## src/rtl/vcap_pkg.sv

```systemverilog
package vcap_pkg;
  localparam int LANE_W = 8;
  localparam int PIX_W  = 2 * LANE_W;

  typedef struct packed {
    logic [PIX_W-1:0] data;
    logic             sof;
    logic             eol;
    logic             odd;
  } vcap_beat_t;
endpackage

```

## src/rtl/vcap_sync_edge.sv

```systemverilog
// Filtered sync edge detector: one idle sample followed by HOLD active samples.
module vcap_sync_edge #(
  parameter int HOLD = 2
) (
  input  logic clk,
  input  logic rst_n,
  input  logic i_lvl,
  input  logic i_pol,
  output logic o_edge
);
  localparam int DEPTH = HOLD + 1;

  logic [DEPTH-1:0] smp;
  logic [DEPTH-1:0] act;

  always_ff @(posedge clk or negedge rst_n) begin
    if (!rst_n) smp <= '0;
    else        smp <= {smp[DEPTH-2:0], i_lvl};
  end

  always_comb begin
    act    = smp ^ {DEPTH{i_pol}};
    o_edge = (&act[HOLD-1:0]) & ~act[HOLD];
  end

  // an accepted edge needs a fresh idle sample, so never two in a row
  p_edge_isolated_r1 : assert property (@(posedge clk) disable iff (!rst_n)
    o_edge |=> !o_edge);
endmodule

```

## src/rtl/vcap_geom_shadow.sv

```systemverilog
// Window geometry held for a whole field, reloaded on vertical sync edges.
module vcap_geom_shadow #(
  parameter int CNT_W = 12
) (
  input  logic             clk,
  input  logic             rst_n,
  input  logic             i_load,
  input  logic [CNT_W-1:0] i_width,
  input  logic [CNT_W-1:0] i_height,
  input  logic [CNT_W-1:0] i_hoff,
  input  logic [CNT_W-1:0] i_voff,
  output logic [CNT_W-1:0] o_width,
  output logic [CNT_W-1:0] o_height,
  output logic [CNT_W-1:0] o_hoff,
  output logic [CNT_W-1:0] o_voff
);
  always_ff @(posedge clk or negedge rst_n) begin
    if (!rst_n) begin
      o_width  <= '0;
      o_height <= '0;
      o_hoff   <= '0;
      o_voff   <= '0;
    end else if (i_load) begin
      o_width  <= i_width;
      o_height <= i_height;
      o_hoff   <= i_hoff;
      o_voff   <= i_voff;
    end
  end

  p_geom_frozen_r9 : assert property (@(posedge clk) disable iff (!rst_n)
    !i_load |=> ($stable(o_width) && $stable(o_height) &&
                 $stable(o_hoff) && $stable(o_voff)));
endmodule

```

## src/rtl/vcap_window.sv

```systemverilog
// Line/pixel counters that pick the captured window out of the raw stream.
module vcap_window
  import vcap_pkg::*;
#(
  parameter int CNT_W = 12
) (
  input  logic             clk,
  input  logic             rst_n,
  input  logic             i_hs_edge,
  input  logic             i_vs_edge,
  input  logic [PIX_W-1:0] i_px,
  input  logic             i_fld,
  input  logic [CNT_W-1:0] i_width,
  input  logic [CNT_W-1:0] i_height,
  input  logic [CNT_W-1:0] i_hoff,
  input  logic [CNT_W-1:0] i_voff,
  output logic             o_fire,
  output vcap_beat_t       o_beat,
  output logic             o_ovr
);
  localparam int EW = CNT_W + 1;

  logic [EW-1:0] h_end, v_end, line_idx, col, cur_col, col_inc, line_inc;
  logic          armed, ln_open, sof_pend, odd_q;
  logic          take_hs, line_in, new_open, open_now, last_px;

  always_comb begin
    h_end    = EW'(i_hoff) + EW'(i_width);
    v_end    = EW'(i_voff) + EW'(i_height);
    take_hs  = i_hs_edge && armed && !i_vs_edge;
    line_in  = (line_idx >= EW'(i_voff)) && (line_idx < v_end);
    new_open = take_hs && line_in && (i_width != '0);
    open_now = i_hs_edge ? new_open : ln_open;
    cur_col  = i_hs_edge ? '0 : col;
    o_fire   = open_now && !i_vs_edge &&
               (cur_col >= EW'(i_hoff)) && (cur_col < h_end);
    last_px  = o_fire && (cur_col == h_end - 1'b1);
    col_inc  = (&cur_col)  ? cur_col  : cur_col + 1'b1;
    line_inc = (&line_idx) ? line_idx : line_idx + 1'b1;
    o_beat.data = i_px;
    o_beat.sof  = sof_pend;
    o_beat.eol  = last_px;
    o_beat.odd  = odd_q;
  end

  always_ff @(posedge clk or negedge rst_n) begin
    if (!rst_n) begin
      armed    <= 1'b0;
      ln_open  <= 1'b0;
      sof_pend <= 1'b0;
      odd_q    <= 1'b0;
      line_idx <= '0;
      col      <= '0;
      o_ovr    <= 1'b0;
    end else begin
      col   <= col_inc;
      o_ovr <= i_hs_edge && ln_open;
      if (i_vs_edge) begin
        armed    <= 1'b1;
        line_idx <= '0;
        odd_q    <= i_fld;
        sof_pend <= 1'b1;
        ln_open  <= 1'b0;
      end else begin
        ln_open <= open_now && !last_px;
        if (take_hs) begin
          line_idx <= line_inc;
          if (line_idx >= v_end) armed <= 1'b0;
        end
        if (o_fire) sof_pend <= 1'b0;
      end
    end
  end

  p_ovr_after_hs_r8 : assert property (@(posedge clk) disable iff (!rst_n)
    o_ovr |-> $past(i_hs_edge));
  p_eol_closes_line_r7 : assert property (@(posedge clk) disable iff (!rst_n)
    (o_fire && o_beat.eol) |=> (!o_fire || i_hs_edge));
  p_sof_single_r7 : assert property (@(posedge clk) disable iff (!rst_n)
    (o_fire && o_beat.sof) |=> !(o_fire && o_beat.sof));
  p_idle_when_disarmed_r5 : assert property (@(posedge clk) disable iff (!rst_n)
    (!armed && !ln_open) |-> !o_fire);
endmodule

```

## src/rtl/vcap_out_reg.sv

```systemverilog
// One-beat valid/ready output register; the source cannot stall, so overflow drops.
module vcap_out_reg
  import vcap_pkg::*;
(
  input  logic       clk,
  input  logic       rst_n,
  input  logic       i_fire,
  input  vcap_beat_t i_beat,
  input  logic       i_ready,
  output logic       o_valid,
  output vcap_beat_t o_beat,
  output logic       o_drop
);
  always_ff @(posedge clk or negedge rst_n) begin
    if (!rst_n) begin
      o_valid <= 1'b0;
      o_beat  <= '0;
      o_drop  <= 1'b0;
    end else begin
      o_drop <= i_fire && o_valid && !i_ready;
      if (!o_valid || i_ready) begin
        o_valid <= i_fire;
        if (i_fire) o_beat <= i_beat;
      end
    end
  end

  p_hold_under_stall_r10 : assert property (@(posedge clk) disable iff (!rst_n)
    (o_valid && !i_ready) |=> (o_valid && $stable(o_beat)));
  p_drop_only_when_held_r10 : assert property (@(posedge clk) disable iff (!rst_n)
    o_drop |-> $past(o_valid && !i_ready));
endmodule

```

## src/rtl/vcap_top.sv

```systemverilog
module vcap_top
  import vcap_pkg::*;
#(
  parameter int CNT_W     = 12,
  parameter int SYNC_HOLD = 2
) (
  input  logic                clk,
  input  logic                rst_n,
  input  logic [LANE_W-1:0]   i_luma,
  input  logic [LANE_W-1:0]   i_chroma,
  input  logic                i_hsync,
  input  logic                i_vsync,
  input  logic                i_field,
  input  logic [CNT_W-1:0]    cfg_width,
  input  logic [CNT_W-1:0]    cfg_height,
  input  logic [CNT_W-1:0]    cfg_hoff,
  input  logic [CNT_W-1:0]    cfg_voff,
  input  logic                cfg_hs_pol,
  input  logic                cfg_vs_pol,
  input  logic                i_out_ready,
  output logic                o_valid,
  output logic [PIX_W-1:0]    o_data,
  output logic                o_sof,
  output logic                o_eol,
  output logic                o_odd,
  output logic                o_ovr,
  output logic                o_drop
);
  localparam int SLOT_W = PIX_W + 1;

  logic              hs_edge, vs_edge, fire;
  logic [SLOT_W-1:0] dly [SYNC_HOLD];
  logic [CNT_W-1:0]  sh_width, sh_height, sh_hoff, sh_voff;
  vcap_beat_t        cap_beat, out_beat;

  vcap_sync_edge #(.HOLD(SYNC_HOLD)) u_hs_det (
    .clk(clk), .rst_n(rst_n), .i_lvl(i_hsync), .i_pol(cfg_hs_pol), .o_edge(hs_edge));
  vcap_sync_edge #(.HOLD(SYNC_HOLD)) u_vs_det (
    .clk(clk), .rst_n(rst_n), .i_lvl(i_vsync), .i_pol(cfg_vs_pol), .o_edge(vs_edge));

  // Data and field level delayed to line up with the first active sync sample.
  always_ff @(posedge clk or negedge rst_n) begin
    if (!rst_n) begin
      for (int k = 0; k < SYNC_HOLD; k++) dly[k] <= '0;
    end else begin
      dly[0] <= {i_field, i_luma, i_chroma};
      for (int k = 1; k < SYNC_HOLD; k++) dly[k] <= dly[k-1];
    end
  end

  vcap_geom_shadow #(.CNT_W(CNT_W)) u_shadow (
    .clk(clk), .rst_n(rst_n), .i_load(vs_edge),
    .i_width(cfg_width), .i_height(cfg_height), .i_hoff(cfg_hoff), .i_voff(cfg_voff),
    .o_width(sh_width), .o_height(sh_height), .o_hoff(sh_hoff), .o_voff(sh_voff));

  vcap_window #(.CNT_W(CNT_W)) u_window (
    .clk(clk), .rst_n(rst_n), .i_hs_edge(hs_edge), .i_vs_edge(vs_edge),
    .i_px(dly[SYNC_HOLD-1][PIX_W-1:0]), .i_fld(dly[SYNC_HOLD-1][PIX_W]),
    .i_width(sh_width), .i_height(sh_height), .i_hoff(sh_hoff), .i_voff(sh_voff),
    .o_fire(fire), .o_beat(cap_beat), .o_ovr(o_ovr));

  vcap_out_reg u_out (
    .clk(clk), .rst_n(rst_n), .i_fire(fire), .i_beat(cap_beat), .i_ready(i_out_ready),
    .o_valid(o_valid), .o_beat(out_beat), .o_drop(o_drop));

  always_comb begin
    o_data = out_beat.data;
    o_sof  = out_beat.sof;
    o_eol  = out_beat.eol;
    o_odd  = out_beat.odd;
  end
endmodule

```

## config.mk

```make
export PLATFORM = sky130hd
export DESIGN_NAME = vcap_top
export DESIGN_NICKNAME = d
export VERILOG_FILES = /design/src/rtl/vcap_pkg.sv /design/src/rtl/vcap_sync_edge.sv /design/src/rtl/vcap_geom_shadow.sv /design/src/rtl/vcap_window.sv /design/src/rtl/vcap_out_reg.sv /design/src/rtl/vcap_top.sv
export SDC_FILE = /design/constraint.sdc
export NUM_CORES = 1
export LEC_CHECK = 0
export BUFFER_PORTS_ARGS = -buffer_cell sky130_fd_sc_hd__buf_2
export CELL_PAD_IN_SITES_DETAIL_PLACEMENT = 0
export CELL_PAD_IN_SITES_GLOBAL_PLACEMENT = 1
export CORE_UTILIZATION = 41
export CTS_CLUSTER_DIAMETER = 80
export DETAILED_ROUTE_END_ITERATION = 10
export HOLD_SLACK_MARGIN = 0.06
export PLACE_DENSITY = 0.75
export SLEW_MARGIN = 20
export SYNTH_ARGS = -nofsm -noshare
export SYNTH_HDL_FRONTEND = slang
export SYNTH_SLANG_ARGS = --single-unit
```

## constraint.sdc

```tcl
create_clock -name clk -period 4.7 [get_ports clk]
set_input_delay 0.705 -clock clk [delete_from_list [all_inputs] [get_ports clk]]
set_output_delay 0.705 -clock clk [all_outputs]
set_load 0.01 [all_outputs]
```

Word-level counts from Yosys, hierarchy flattened
Cells that the tools add are included.
{"block": "totals", "word_cells": 80, "ff_bits": 140, "output_inout_bits": 22, "inputBits": 72}
{"block": "classes", "magnitude_cmp": 5, "bitwise": 6, "add_sub_neg": 5, "eq_ne": 2, "n_reduce_logical": 29, "muxes": 12}
{"operator": "two-way mux 13 bit", "n": 5}
{"operator": "adder 12 x 12 -> 13 bit", "n": 2}
{"operator": "adder 13 x 1 -> 13 bit (second input constant)", "n": 2}
{"operator": ">= comparator 13 x 12 -> 1 bit", "n": 2}
{"operator": "< comparator 13 bit", "n": 2}
{"operator": "AND reduction 13 bit", "n": 2}
{"operator": "equality test 13 bit", "n": 1}
{"operator": ">= comparator 13 bit", "n": 1}
{"operator": "logical AND 1 bit", "n": 13}
{"operator": "subtractor 13 x 1 -> 13 bit (second input constant)", "n": 1}
{"operator": "nonzero test 12 bit", "n": 1}
{"operator": "AND reduction 2 bit", "n": 5}
{"operator": "two-way mux 1 bit", "n": 7}
{"operator": "nonzero test 2 bit", "n": 3}
{"operator": "XOR 3 bit", "n": 2}
{"operator": "logical NOT 1 bit", "n": 4}
{"operator": "bitwise AND 1 bit", "n": 2}
{"operator": "inequality test 2 x 1 -> 1 bit (second input constant)", "n": 1}
{"operator": "inverter 1 bit", "n": 2}
{"operator": "logical OR 1 bit", "n": 1}

Depth between registers and ports, before layout
Gate-level depths: netlist (run 1).
{"block": "logic_depth", "depth_word": 15, "depth_mapped": 23, "depth_no_buf": 22}

By module
A second synthesis (run 1) with hierarchy kept.
{"block": "hier_totals", "hier_cells": 722, "area_unflattened_um2": 8167.8}
{"mod": "vcap_window", "area_per_inst_um2": 4418.0, "cells_each": 529, "seq_area_each_um2": 775.7, "n_inst": 1}
{"mod": "vcap_geom_shadow", "area_per_inst_um2": 1860.5, "cells_each": 101, "seq_area_each_um2": 1201.2, "n_inst": 1}
{"mod": "vcap_top", "area_per_inst_um2": 850.8, "cells_each": 34, "seq_area_each_um2": 850.8, "n_inst": 1}
{"mod": "vcap_out_reg", "area_per_inst_um2": 833.3, "cells_each": 46, "seq_area_each_um2": 525.5, "n_inst": 1}
{"mod": "vcap_sync_edge", "area_per_inst_um2": 102.6, "cells_each": 6, "seq_area_each_um2": 75.1, "n_inst": 2}

Worst setup path before layout (run 1)
No wires, ideal clock.
{"block": "synth_timing", "path_type": "register to register", "start": "reg u_shadow.o_voff[0]", "end": "reg u_out.o_beat[10] in the netlist's numbering", "path_buffers": 1, "arrival_time_ps": 4371, "period_less_slack_ps": 4495, "stages_incl_launch_ff": 23, "path_slack_ps": 205, "setup_ps": 125, "t_required_ps": 4575, "path_cell_list": "dfrtp_1 -> ha_1 -> inv_1 -> fa_1 -> nor2b_1 -> o21ai_0 -> a21oi_1 -> o21ai_0 -> a21oi_1 -> o21a_1 -> o21ai_1 -> nor4b_1 -> a2111oi_0 -> ha_1 -> a21o_1 -> a21o_1 -> a21oi_1 -> nand4_1 -> o21ai_1 -> o2111ai_1 -> nor3b_1 -> clkbuf_1 -> mux2_2"}
{"block": "synth_via", "elab_chain_cells": 10, "word_cells_on_any_way": 11, "classes_between": "add/sub (1); order compare (2); mux (1); reduce/logical (7)"}
{"item": "start: declaration", "line": "vcap_geom_shadow.sv:15", "text": "output logic [CNT_W-1:0] o_voff"}
{"item": "start signal: assignment", "line": "vcap_geom_shadow.sv:27", "text": "o_voff <= i_voff;"}
{"item": "adder 12 x 12 -> 13 bit", "line": "vcap_window.sv:29", "text": "v_end = EW'(i_voff) + EW'(i_height);"}
{"item": "< comparator 13 bit", "line": "vcap_window.sv:31", "text": "line_in = (line_idx >= EW'(i_voff)) && (line_idx < v_end);"}
{"item": "logical AND 1 bit *", "line": "vcap_window.sv:31"}
{"item": "logical AND 1 bit * (2 in series)", "line": "vcap_window.sv:32", "text": "new_open = take_hs && line_in && (i_width != '0);"}
{"item": "two-way mux 1 bit *", "line": "vcap_window.sv:33", "text": "open_now = i_hs_edge ? new_open : ln_open;"}
{"item": "logical AND 1 bit * (2 in series)", "line": "vcap_window.sv:35", "text": "o_fire = open_now && !i_vs_edge &&"}
{"item": "logical AND 1 bit *", "line": "vcap_window.sv:36", "text": "(cur_col >= EW'(i_hoff)) && (cur_col < h_end);"}
{"item": "AND reduction 2 bit (no line) *"}
{"item": "end signal: assignment", "line": "vcap_out_reg.sv:23", "text": "if (i_fire) o_beat <= i_beat;"}
{"item": "end: declaration", "line": "vcap_out_reg.sv:11", "text": "output vcap_beat_t o_beat,"}
Mark *: on every way between the ends. The rest lies on a longest branch, timed or not.
A chain may end at the register's enable or synchronous reset.

Worst setup path after layout (run 1)
{"block": "layout_timing", "start": "reg u_shadow.o_voff[0]", "end": "reg u_out.o_beat[8] in the netlist's numbering"}
The elaborated chain is that of the path after synthesis.

==> results.txt, run 1 <==
- Slowest CP cell: sky130_fd_sc_hd__dfrtp_1
* Number of cell instances on the worst register-to-register path: 23
- At the pin with the least slew margin, the transition time is between 0.8 and 0.9 ns.
- Predominant post-synthesis flop cell: sky130_fd_sc_hd__dfrtp_1
* First-pass GRT wire length: 31.4 mm
- The smallest clock period supported by the final layout is computed as about 4.4 ns.
- The longest clock path from root to sink contains 2 buffers.
- Number of nets in the final layout: between 1000 and 1500
- The synthesized netlist occupies a cell area of 7910 sq um.
- Entering global routing, the biggest net connects 88 pins.
* Clock network latency to the later pin of the worst-skew pair: 0.42 ns
- DRC Markers: 0
- Cell chain of the critical path: ha_2 > inv_2 > fa_2 > nor2b_1 > o21ai_2 > a21oi_2 > o21ai_2 > a21oi_2 > o21a_1 > o21ai_2 > nor4b_4 > a2111oi_4 > ha_1 > a21o_1 > a21o_1 > a21oi_2 > nand4_1 > o21ai_2 > o2111ai_2 > nor3b_2 > buf_4 > buf_6 > mux2_2
- CP startpoint: u_shadow.o_voff[0]$_DFFE_PN0P_
- Initial DRC count: between 200 and 300
- Total power for the finished layout comes to between 4 and 5 mW.
- Clock-pin slew was measured on the worst setup and hold paths at roughly 0.07 ns.
- Power density over the cells: between 400 and 500 nW/um^2
- The wire-length estimate of the detail-placed layout is about 14 mm.
* Core area: 18800 sq um
* Number of buffers added by the clock tree synthesis step: 17
- Routability-driven placement finished with a final weighted congestion of about 0.8.
- GRT Resource Usage Total: 0.204
- 0 antenna diodes ended up in the layout.
- sky130_fd_sc_hd__dfrtp_1 takes more of the synthesized area than any other cell.
- The sequential cells in the finished layout cover a total of between 3000 and 4000 sq um.
- The number of nets handed over by synthesis was roughly 970.
- Setup skew after layout: around 0.0083 ns
- The detailed router put a total of 8.88 mm of wire on met1.
* Slowest Stage Delay on Critical Path: between 0.3 and 0.4 ns
- Startpoint of the worst-slack reg-to-reg timing path: u_shadow.o_voff[0]$_DFFE_PN0P_
- The run finished with clean final reports.
- X dimension of the die: approximately 140 um
* Depth of the CTS H-tree: 4
- Data arrival, critical path: 4.68 ns
- In this run, synthesis inferred 0 flip-flops with an integrated enable.
- In the synthesized netlist the async set-or-reset flop fraction comes to 1.00.
- Worst hold path type: input port to asynchronous set/reset pin
- Flip-flop and latch count after synthesis: 140
- Final count of pins violating max slew: 0
* Tightest hold margin: around 0.31 ns
- Setup slack on the critical path of the routed design comes to approximately 0.32 ns.
- Leading post-synthesis cells by cell area: sky130_fd_sc_hd__dfrtp_1 (44%), sky130_fd_sc_hd__ha_1 (12%), sky130_fd_sc_hd__nand2_1 (6.5%), sky130_fd_sc_hd__inv_1 (2.7%), sky130_fd_sc_hd__o21ai_0 (2.6%)
* Static leakage power: about 4.8 nW
- Total met2 wirelength after detailed routing: between 9 and 10 mm
* Synthesized area divided by synthesized cell count: about 9.7 sq um
- Detail-routed via count per cell: ~5.1
- TritonCTS built the clock tree.
* Starting density of the core: 0.420
- For this run, the number of Yosys warnings is 0.
* Final-report setup violation count: 0
- Data on the critical path is required at its endpoint by between 5 and 6 ns.
- Of the cells placed in the final design, the portion with a size suffix greater than 1 is 0.211.
* Startpoint Class: flip-flop
* Port buffer count: 93
- Capturing point of the worst reg2reg path: u_out.o_beat[8]$_DFFE_PN0P_
- Once detail routing completed, the nets flagged for antenna violations numbered 0.
- Clk root buf: sky130_fd_sc_hd__clkbuf_16
- In this run the worst path has a maximum fanout of 5.
* Max Used Layer: met4
- Maximum clock frequency: about 230 MHz
- Relative to the synthesized area, the layout overhead comes to 21.4%.
- The floorplan step defined a die boundary enclosing a little under 20000 sq um.
- Overall die height: 141 um
* Worst slew margin relative to its limit: 0.438
* Cell Rows: 50
- Ratio of final minimum period to clock period: 0.931
- In this run the register-to-register setup slack is about 0.32 ns.
- Counting stages on the worst path, the most repeated cell is sky130_fd_sc_hd__o21ai_2.
* Category of the critical setup timing path: flip-flop to flip-flop
- Setup repair after global routing left no endpoint under its margin.
* Number of vias in the routed layout: 6095
* Number of antenna violations at the first check in global routing: 0
- Leading cell type in the layout, fill and taps excluded: sky130_fd_sc_hd__dfrtp_1
- Final Hold Fails: 0
* CTS sink cnt: between 100 and 150
- In the final routed layout, each cell accounts on average for between 15 and 20 um.
- Filler Cells Inserted: about 1800
- Synth top area share: 0.443
* IR drop worst, VDD: approximately 230 uV
* Crit. End Element: flip-flop
- Multi-input combinational cell area: approximately 4200 sq um
- Wire segments on met3 add up to ~410 um in the final route.
* Number of I/O pins: 94
- Total negative slack: 0 ns
- The pre-antenna-repair detailed-routing pass consisted of 4 iterations.
* Number of global-route vias before repair: 6119
- Setup slack after placement: -0.147 ns
* Total wire length: between 15 and 20 mm
- Post-synthesis sequential area ratio: 0.443
* Highest-count cells in the layout ignoring fill and taps: sky130_fd_sc_hd__dfrtp_1 (140), sky130_fd_sc_hd__nand2_1 (135), sky130_fd_sc_hd__buf_2 (92)
- Once layout is complete, the utilization of the core stands at 0.510.
- Synth cell types: 71
- Across the run, the number of max-cap violations was 0.
- Cells after Synth: slightly above 800
- Total grt overflow: 0
==> routing by layer <==
metal,up-vias,global-route usage
met5,-,0
met4,0,0.0566
met3,20,0.0374
met2,67,0.350
met1,2931,0.263
li1,3077,-
==> sequential cells by signal (all words and copies together), names as in the netlist, 12 cells and up <==
signal             flops
dly                   34
u_shadow.o_width      12
u_window.col          13
u_shadow.o_voff       12
u_shadow.o_height     12
u_window.line_idx     13
u_out.o_beat          19
u_shadow.o_hoff       12
==> cells by family (layout without fill, tap and decap cells) <==
family	count (synthesis)	after routing	share of synthesized area
buf+inv	79	210	0.0380
xor+xnor	42	42	0.0475
fa+ha+maj	79	79	0.127
simple gates	294	294	0.185
mux	22	22	0.0308
flops	140	140	0.443
compound gates	159	159	0.129
==> how the worst max path moves through the flow <==
stage	slack (ns)	cells after the start	endpoint
5_1_grt	0.01	23	u_out.o_beat[7]$_DFFE_PN0P_
6_report	0.32	23	u_out.o_beat[8]$_DFFE_PN0P_
3_5_place_dp	-0.15	22	u_out.o_beat[8]$_DFFE_PN0P_
4_1_cts	-0.02	24	u_out.o_beat[9]$_DFFE_PN0P_
2_1_floorplan	0.20	22	u_out.o_beat[10]$_DFFE_PN0P_
3_3_place_gp	-0.06	22	u_out.o_beat[8]$_DFFE_PN0P_
==> cell usage after synthesis, types with 12 or more instances <==
master and count:
sky130_fd_sc_hd__dfrtp_1 140, sky130_fd_sc_hd__nand2_1 136, sky130_fd_sc_hd__ha_1 77, sky130_fd_sc_hd__inv_1 57, sky130_fd_sc_hd__o21ai_0 41, sky130_fd_sc_hd__nor2_1 39
sky130_fd_sc_hd__a21oi_1 36, sky130_fd_sc_hd__xor2_1 21, sky130_fd_sc_hd__xnor2_1 20, sky130_fd_sc_hd__nand4_1 17, sky130_fd_sc_hd__nand3_1 16, sky130_fd_sc_hd__clkbuf_1 15
sky130_fd_sc_hd__a21o_1 13, sky130_fd_sc_hd__nor3_1 12
==> stage by stage <==
step           cells  instance area [sq um]
5_1_grt         1206                   9600
2_1_floorplan    815                   7910
3_3_place_gp    1163                   8760
3_5_place_dp    1163                   8760
4_1_cts         1204                   9560
6_report        1206                   9600
==> report_power, final <==
part	total [mW]	internal [mW]	leakage, nW	switching (mW)
registers	1.53	1.39	1.76	0.143
logic	1.78	0.789	2.73	0.990
clock network	1.38	0.805	0.295	0.575
==> timing repair <==
| action | CTS | global route |
|---|---|---|
| hold buffers | 0 | 0 |
| setup buffers | 6 | 4 |
| gates cloned | 3 | 0 |
| gates resized for setup | 21 | 13 |
| pin swaps | 16 | 17 |
| endpoints found under the setup margin | 19 | 22 |
==> layout make-up <==
cell class	count	share of cell area
Clock inverter	14	0.0182
Inverter	59	0.0231
Timing Repair Buffer	119	0.0736
Clock buffer	18	0.0447
Sequential cell	140	0.365
Multi-Input combinational cell	596	0.441
Tap cell	260	0.0339
==> critical path, delay by kind of cell, from the launching register on <==
family / cells / cell delay (ns)
adder cells (fa/ha/maj): 3 / 0.83
flip-flops: 1 / 0.36
AO/OA/AOI/OAI: 12 / 1.77
AND/OR/NAND/NOR: 4 / 0.65
buffers and inverters: 3 / 0.33
multiplexers: 1 / 0.34
Note: power is estimated with default switching activity, not from simulation.
==> run 2, diff against run 1 <==
PLACE_DENSITY = default   (was 0.75)
PLACE_DENSITY_LB_ADDON = 0.1   (was default)
==> run 2 against run 1 <==
  * Non-clock buffer count increased by 16
  * Total power increased by 0.69%
  * Design area increased by 1.6%
  * Clock-buffer cell count decreased by 1
  * Worst hold slack got worse by 0.16 ns
  * Highest routed layer unchanged
  * Largest power group unchanged
  * Critical endpoint is now u_out.o_beat[2]$_DFFE_PN0P_
==> results.txt, run 2 (synthesis results as in run 1) <==
- Summed over all layers, the routed wires come to about 20 mm.
* Starting density of the core: 0.420
- Before antenna repair, the detailed router went through 5 iterations.
- For this run, the share of the core covered by cells in the final layout is 0.518.
- Ranked by flip-flop count, first place goes to dly.
- The worst-case IR drop observed on VDD is between 200 and 300 uV.
* Post-route worst setup slack: around 0.17 ns
- At the later pin of the worst-skew pair, clock insertion delay measures between 0.4 and 0.5 ns.
- Cell class contributing the biggest share of worst-path delay: compound AO/OA/AOI/OAI gates
- Number of vias in the routed layout: about 6300
* Worst hold path type: input port to asynchronous set/reset pin
* RSZ-0062 raised after global routing: true
- Worst slew margin relative to its limit: 0.446
- Buffers placed on the I/O ports in this run total 93.
* Largest net degree at the start of global routing: 88
- In the routed layout, each cell is associated on average with a via count of roughly 5.2.
* Data arrival, critical path: a little under 5 ns
- Initial DRC count: a little under 300
- Setup skew after layout: between 0.01 and 0.015 ns
* Power, Total: 4.73 mW
* GRT Resource Usage Total: 0.213
- The flow ran to the end, and the final reports show no timing, DRC or antenna violations.
* Actual transition at the worst max-transition pin: between 0.8 and 0.9 ns
* Clock transition at path regs: approximately 0.07 ns
- Leading cell type in the layout, fill and taps excluded: sky130_fd_sc_hd__dfrtp_1
* CTS sink cnt: 140
- Cell count after placement: about 1200
* Count of buffer and inverter cells on the critical path: 3
- Biggest registers after layout: dly: 34 flops, u_out.o_beat: 19 flops
- Based on the critical path, the design can be clocked at up to between 200 and 250 MHz.
- Relative to the synthesized area, the layout overhead comes to 23.3%.
* Antenna diodes: 0
* Filler Cells Inserted: between 1500 and 2000
- Number of antenna violations at the first check in global routing: 0
- The clock passes through at most 2 buffers.
- The H-tree was split into 4 levels.
* Setup slack after placement: -0.0706 ns
- Core area: 18800 sq um
- The first global-routing pass estimated about 33 mm of wire.
- For this design the ratio of total power to cell area is roughly 480 nW/um^2.
- The critical path is of the flip-flop to flip-flop type.
* Cell chain of the critical path: ha_2 > inv_2 > fa_2 > nor2b_1 > o21ai_1 > a21oi_1 > o21ai_1 > a21oi_1 > o21a_1 > o21ai_2 > nor4b_4 > a2111oi_2 > ha_1 > a21o_1 > a21o_1 > a21oi_2 > nand4_1 > o21ai_2 > o2111ai_2 > nor3b_2 > buf_4 > buf_12 > mux2_4
- The number of hold-slack violations in the final timing report was 0.
- Once placement finished, the instance area stood at just under 9000 sq um.
* Drt wl/cell: 16.2 um
- The final count of pins violating max slew came to 0.
- At the end of routability-driven placement, the weighted congestion stood at 0.832.
- Ratio of final minimum period to clock period: 0.963
- Post-DP HPWL: between 10 and 15 mm
- Once layout is complete, the cells apart from fillers number about 1200.
* Overall die height: roughly 140 um
- Of all nets on the critical path, the largest fanout is 5.
- The worst setup path is captured at a flip-flop.
- Number of buffers added by the clock tree synthesis step: 17
* Clk root buf: sky130_fd_sc_hd__clkbuf_16
- Summed over all failing endpoints, the final setup total negative slack is 0 ns.
- Number of flip-flops under the largest register name: 34
* Static leakage power: 4.86 nW
- Number of global-route vias before repair: between 6000 and 7000
- The die is 141 um wide.
- Number of nets in the final layout: 1100
* Startpoint Class: flip-flop
* Final design area excluding fillers: about 9800 sq um
* Final-report setup violation count: 0
- Final antenna-violating net count: 0
- In this design, the stage delay of the slowest critical-path cell is 0.36 ns.
- CTS tree: built
- Of the cells placed in the final design, the portion with a size suffix greater than 1 is 0.225.
* Cell Rows: 50
- Data required time of the worst path: about 5.0 ns
* DRC Markers: 0
- Number of I/O pins: 94
- The floorplan step defined a die boundary enclosing roughly 20000 sq um.
- Summed over all layers, the global routing overflow is 0.
- The clock period could shrink to about 4.5 ns.
* Hold Buf Count CTS: 0
- Slowest CP cell: sky130_fd_sc_hd__dfrtp_1
* Highest-count cells in the layout ignoring fill and taps: sky130_fd_sc_hd__dfrtp_1 (140), sky130_fd_sc_hd__nand2_1 (134), sky130_fd_sc_hd__buf_2 (92)
- Tightest hold margin: around 0.15 ns
- Max capacitance violation total: 0
==> run 2: cell types whose count changed in the layout (fill, tap and decap cells not counted), sizes merged <==
cell / change
buf: +16
bufinv: -2
clkbuf: -1
clkinv: +4
clkinvlp: -1
==> run 2: final cells by class <==
| class | count | area [sq um] | share of cell area |
|---|---|---|---|
| clock buffer | 17 | 425 | 0.0436 |
| clock inverter | 15 | 189 | 0.0194 |
| inverter | 59 | 221 | 0.0227 |
| multi-input combinational | 596 | 4250 | 0.436 |
| sequential | 140 | 3500 | 0.359 |
| tap | 260 | 325 | 0.0334 |
| timing repair buffer | 135 | 835 | 0.0856 |
==> run 2: timing repair <==
item / in CTS / in global routing
setup buffers: 26 / 4
resized for setup: 29 / 15
pin swaps: 17 / 20
gates cloned: 3 / 0
endpoints found under the setup margin: 18 / 22
==> run 2: worst paths after layout <==
check                                                    start  cells after the start  slack [ns]                              to
worst min register to register               dly[27]$_DFF_PN0_                      0        0.35               dly[10]$_DFF_PN0_
max in group asynchronous                                rst_n                      2        3.51     u_out.o_beat[4]$_DFFE_PN0P_
min in group clk                             dly[27]$_DFF_PN0_                      0        0.35               dly[10]$_DFF_PN0_
worst max-delay path            u_shadow.o_voff[0]$_DFFE_PN0P_                     23        0.17     u_out.o_beat[2]$_DFFE_PN0P_
worst min-delay path                                     rst_n                      1        0.15  u_shadow.o_hoff[3]$_DFFE_PN0P_
worst max register to register  u_shadow.o_voff[0]$_DFFE_PN0P_                     23        0.17     u_out.o_beat[2]$_DFFE_PN0P_
==> run 2: metal layers <==
| layer | vias up | track usage | part of all wire |
|---|---|---|---|
| li1 | 3120 | - | - |
| met1 | 3059 | 0.268 | 0.46 |
| met2 | 96 | 0.378 | 0.51 |
| met3 | 19 | 0.0367 | 0.026 |
| met4 | 0 | 0.0578 | 0.011 |
| met5 | - | 0 | 0 |
==> run 2: where the power goes <==
part | total, mW | switching [mW] | internal (mW) | leakage, nW
registers | 1.54 | 0.147 | 1.39 | 1.76
clock network | 1.38 | 0.651 | 0.727 | 0.299
logic | 1.81 | 1.00 | 0.810 | 2.80
==> run 3, diff against run 2 <==
--- a/config.mk
+++ b/config.mk
@@ -6,9 +6,10 @@
 export NUM_CORES = 1
 export LEC_CHECK = 0
+export ABC_AREA = 1
 export BUFFER_PORTS_ARGS = -buffer_cell sky130_fd_sc_hd__buf_2
 export CELL_PAD_IN_SITES_DETAIL_PLACEMENT = 0
 export CELL_PAD_IN_SITES_GLOBAL_PLACEMENT = 1
-export CORE_UTILIZATION = 41
-export CTS_CLUSTER_DIAMETER = 80
+export CORE_UTILIZATION = 40
+export CTS_CLUSTER_DIAMETER = 100
 export DETAILED_ROUTE_END_ITERATION = 10
 export HOLD_SLACK_MARGIN = 0.06
==> constraint.sdc (replaced) <==
create_clock -name clk -period 4.7 [get_ports clk]
set_input_delay 0.235 -clock clk [delete_from_list [all_inputs] [get_ports clk]]
set_output_delay 0.235 -clock clk [all_outputs]
set_load 0.01 [all_outputs]
==> run 3 against run 2 <==
  * Wire length rose by 0.63%
  * Die area up 5.2%
  * Highest routed layer unchanged
  * Synthesized cell count up 25%
  * Design area grew 4.5%
  * Largest cell class unchanged
==> results.txt, run 3 <==
- Clock network latency to the later pin of the worst-skew pair: roughly 0.42 ns
- Drt wl/cell: about 14 um
- Number of global-route vias before repair: about 6800
- Cells after Synth: between 1000 and 1500
* Number of cells in the finished layout apart from fillers: about 1500
- In the final timing run, aggregate negative setup slack is 0 ns.
- Subtracting the final worst setup slack from the clock period gives 3.90 ns.
* Startpoint of the worst-slack reg-to-reg timing path: u_shadow.o_voff[0]$_DFFE_PN0P_
- Net count after synthesis: about 1200
* Final count of pins violating max slew: 0
- Final-report setup violation count: 0
- For this run, asynchronously set or reset flops after synthesis account for 1.00.
- Measured against its own limit, the worst slew margin works out to 0.490.
- Data required time of the worst path: a little over 5 ns
- At the end of routability-driven placement, the weighted congestion stood at between 0.8 and 0.9.
- On the final layout, the worst clock skew is approximately 0.012 ns.
- Maximum clock frequency: about 260 MHz
- Setup slack after placement: around 0.82 ns
- Clock transition at path regs: approximately 0.070 ns
* Number of flip-flops under the largest register name: 34
- During synthesis, Yosys emitted a total of 0 warnings.
- Worst reg-to-reg setup slack: 0.80 ns
- The largest registers in the layout are dly: 34 flops, u_out.o_beat: 19 flops.
- Detail-routed via count per cell: around 4.7
* Synth cell types: 38
* Run status: completed
* Leading post-synthesis cells by cell area: sky130_fd_sc_hd__dfrtp_1 (43%), sky130_fd_sc_hd__nand2_1 (14%), sky130_fd_sc_hd__ha_1 (12%), sky130_fd_sc_hd__inv_1 (5.5%), sky130_fd_sc_hd__nand3_1 (4.0%)
* Largest net degree at the start of global routing: slightly below 90
- The library cell used most frequently in the layout, excluding fill and tap cells, is sky130_fd_sc_hd__nand2_1.
* Cell count after placement: about 1400
- Synth top area share: 0.431
- Max capacitance violation total: 0
* Post CTS Setup Buffer Count: 0
- Number of buffers added by the clock tree synthesis step: 17
- In this run, post-CTS repair resized a total of 0 instances.
- Critical path peak fanout: 16
* Number of antenna violations at the first check in global routing: 0
- TritonCTS built the clock tree.
* Area of the die: ~21000 sq um
* Post-DP HPWL: ~15 mm
- During I/O placement, the number of pins put on the boundary was 94.
- First-pass GRT wire length: roughly 33 mm
- At the pin with the least slew margin, the transition time is between 0.7 and 0.8 ns.
- Port buffer count: slightly above 90
* Most frequent cell after synthesis: sky130_fd_sc_hd__nand2_1
* Data arrival, critical path: between 4 and 5 ns
- For this design, the CTS-stage hold fixing added 67 buffers.
- The number of hold-slack violations in the final timing report was 0.
- Post-route worst setup slack: roughly 0.80 ns
- Post-Syn Area: 8130 sq um
- The H-tree was split into 4 levels.
- In this run the mean area of a mapped cell was ~8 sq um.
* First-pass iteration count of the detailed router: 5
- The share of the Yosys chip area taken by registers is 0.431.
- Power spread over the standard cell area amounts to 472 nW/um^2.
* Filler Cells Inserted: about 1900
- The path class of the tightest hold or removal check is input port to flip-flop.
- Total grt overflow: 0
- The tree is rooted in a sky130_fd_sc_hd__clkbuf_16.
* Area growth from synthesis to layout: 25.4%
- Most area-hungry cell type in the Yosys netlist: sky130_fd_sc_hd__dfrtp_1
- Overall die height: between 100 and 150 um
- For this configuration, the core starts out at a cell density of 0.412.
* EDFF count, synth: 0
- Final hold analysis gives a worst-case slack of roughly 0.13 ns.
- Flip-flop and latch count after synthesis: 140
* Critical path endpoint: u_out.o_beat[13]$_DFFE_PN0P_
* Predominant post-synthesis flop cell: sky130_fd_sc_hd__dfrtp_1
* Clock Tree Buf Depth: 2
- Total wire length: between 15 and 20 mm
- For this design, the sink count on the clock tree is 140.
- In this run the critical register-to-register path is captured at u_out.o_beat[13]$_DFFE_PN0P_.
* X dimension of the die: around 140 um
- Core area: slightly below 20000 sq um
- Cell Rows: 51
- DRC Markers: 0
* Final antenna-violating net count: 0
- Initial DRC count: approximately 310
- Measured in cells, the most critical reg-to-reg path has a length of 23.
* Antenna diodes: 0
- The worst-case IR drop observed on VDD is ~240 uV.
- Crit. End Element: flip-flop
* Static leakage power: 5.33 nW
- Category of the critical setup timing path: flip-flop to flip-flop
- Number of nets in the final layout: approximately 1300
- Biggest register: dly
* Highest-count cells in the layout ignoring fill and taps: sky130_fd_sc_hd__nand2_1 (308), sky130_fd_sc_hd__dfrtp_1 (140), sky130_fd_sc_hd__inv_1 (119)
- Fraction of final layout cells with drive strength greater than 1: 0.136
* Number of vias in the routed layout: 6896
- In the global route stage, overall resource usage came out at 0.207.
- Of the available clock period, the critical path in the final layout requires 0.830.
- STA classifies the critical path startpoint as a flip-flop.
- CP startpoint: u_shadow.o_voff[0]$_DFFE_PN0P_
- Sorting the synthesized cells by how often they occur yields sky130_fd_sc_hd__nand2_1 (308), sky130_fd_sc_hd__dfrtp_1 (140), sky130_fd_sc_hd__inv_1 (120), sky130_fd_sc_hd__ha_1 (77), sky130_fd_sc_hd__nor2_1 (68).
- Setup repair after global routing left no endpoint under its margin.
## run 3: cell types whose count changed after synthesis, sizes merged, moves of 8 or more
cell / delta
mux2: -19
nand3: +49
a21o: -11
inv: +68
nor3: +8
nor2: +38
o21a: -9
or3: -9
xnor2: -18
o21ai: +14
nand2: +180
nand2b: -11
a21oi: +17
## run 3: worst min path at each step
stage / depth (start not counted) / end / slack [ns] / from
final: 4 / u_out.o_valid$_DFFE_PN0N_ / 0.13 / i_out_ready
after global routing: 4 / u_out.o_valid$_DFFE_PN0N_ / 0.15 / i_out_ready
after CTS: 4 / u_out.o_valid$_DFFE_PN0N_ / 0.12 / i_out_ready
after detailed placement: 1 / u_shadow.o_width[2]$_DFFE_PN0P_ / 0.33 / rst_n
after global placement: 1 / u_shadow.o_width[2]$_DFFE_PN0P_ / 0.33 / rst_n
after floorplan: 0 / dly[0]$_DFF_PN0_ / -0.06 / rst_n
## run 3: cell families after synthesis
group / count (synthesis) / share of synthesized area
and+or+nand+nor: 509 / 0.269
AOI/OAI and AO/OA: 127 / 0.0827
adders and majority gates: 79 / 0.123
DFF: 140 / 0.431
buffers and inverters: 142 / 0.0696
xor gates and xnor gates: 22 / 0.0237
## run 3: report_power, final
group	total (mW)	internal [mW]	switching, mW
Clock	1.41	0.772	0.638
Combinational	1.84	0.691	1.15
Sequential	1.56	1.42	0.138
Total	4.81	2.88	1.93
## run 3: critical path, cell delays in order (launching register included)
cell and delay, ns:
sky130_fd_sc_hd__dfrtp_1 0.37, sky130_fd_sc_hd__ha_1 0.18, sky130_fd_sc_hd__inv_1 0.05, sky130_fd_sc_hd__fa_1 0.40, sky130_fd_sc_hd__o21ai_0 0.39, sky130_fd_sc_hd__nand2_1 0.10, sky130_fd_sc_hd__o211ai_1 0.14, sky130_fd_sc_hd__a21o_1 0.17
sky130_fd_sc_hd__a21oi_1 0.09, sky130_fd_sc_hd__o21ai_0 0.15, sky130_fd_sc_hd__a21oi_1 0.09, sky130_fd_sc_hd__ha_1 0.29, sky130_fd_sc_hd__a21oi_1 0.13, sky130_fd_sc_hd__o21ai_0 0.09, sky130_fd_sc_hd__a21oi_1 0.12, sky130_fd_sc_hd__nand2_1 0.08
sky130_fd_sc_hd__nor2_1 0.09, sky130_fd_sc_hd__nand2_1 0.07, sky130_fd_sc_hd__nand2_1 0.07, sky130_fd_sc_hd__nand2_2 0.09, sky130_fd_sc_hd__nor3b_4 0.26, sky130_fd_sc_hd__buf_4 0.27, sky130_fd_sc_hd__nand2_1 0.08, sky130_fd_sc_hd__nand2_1 0.08
## run 3: layer usage
layer  vias up  global-route usage  routed length (um)
met5         -                   0                   0
met4         0              0.0554                 276
met3        19              0.0331                 520
met2        86               0.368                9930
met1      3147               0.259                9160
li1       3644                   -                   -
## run 3: final cells by class
cell class	instances	area, sq um	share of cell area
multi-input combinational	737	4060	0.398
sequential	140	3500	0.344
timing repair buffer	167	1190	0.117
inverter	126	475	0.0467
clock buffer	17	425	0.0418
tap	265	332	0.0325
clock inverter	15	200	0.0197
## run 3: per-stage QoR
stage,power [mW],util,area [sq um]
after floorplan,2.85,-,8130
after global placement,3.39,0.451,8890
after detailed placement,3.40,0.451,8890
after CTS,4.88,0.517,10200
after global routing,5.23,0.517,10200
final,4.81,0.517,10200
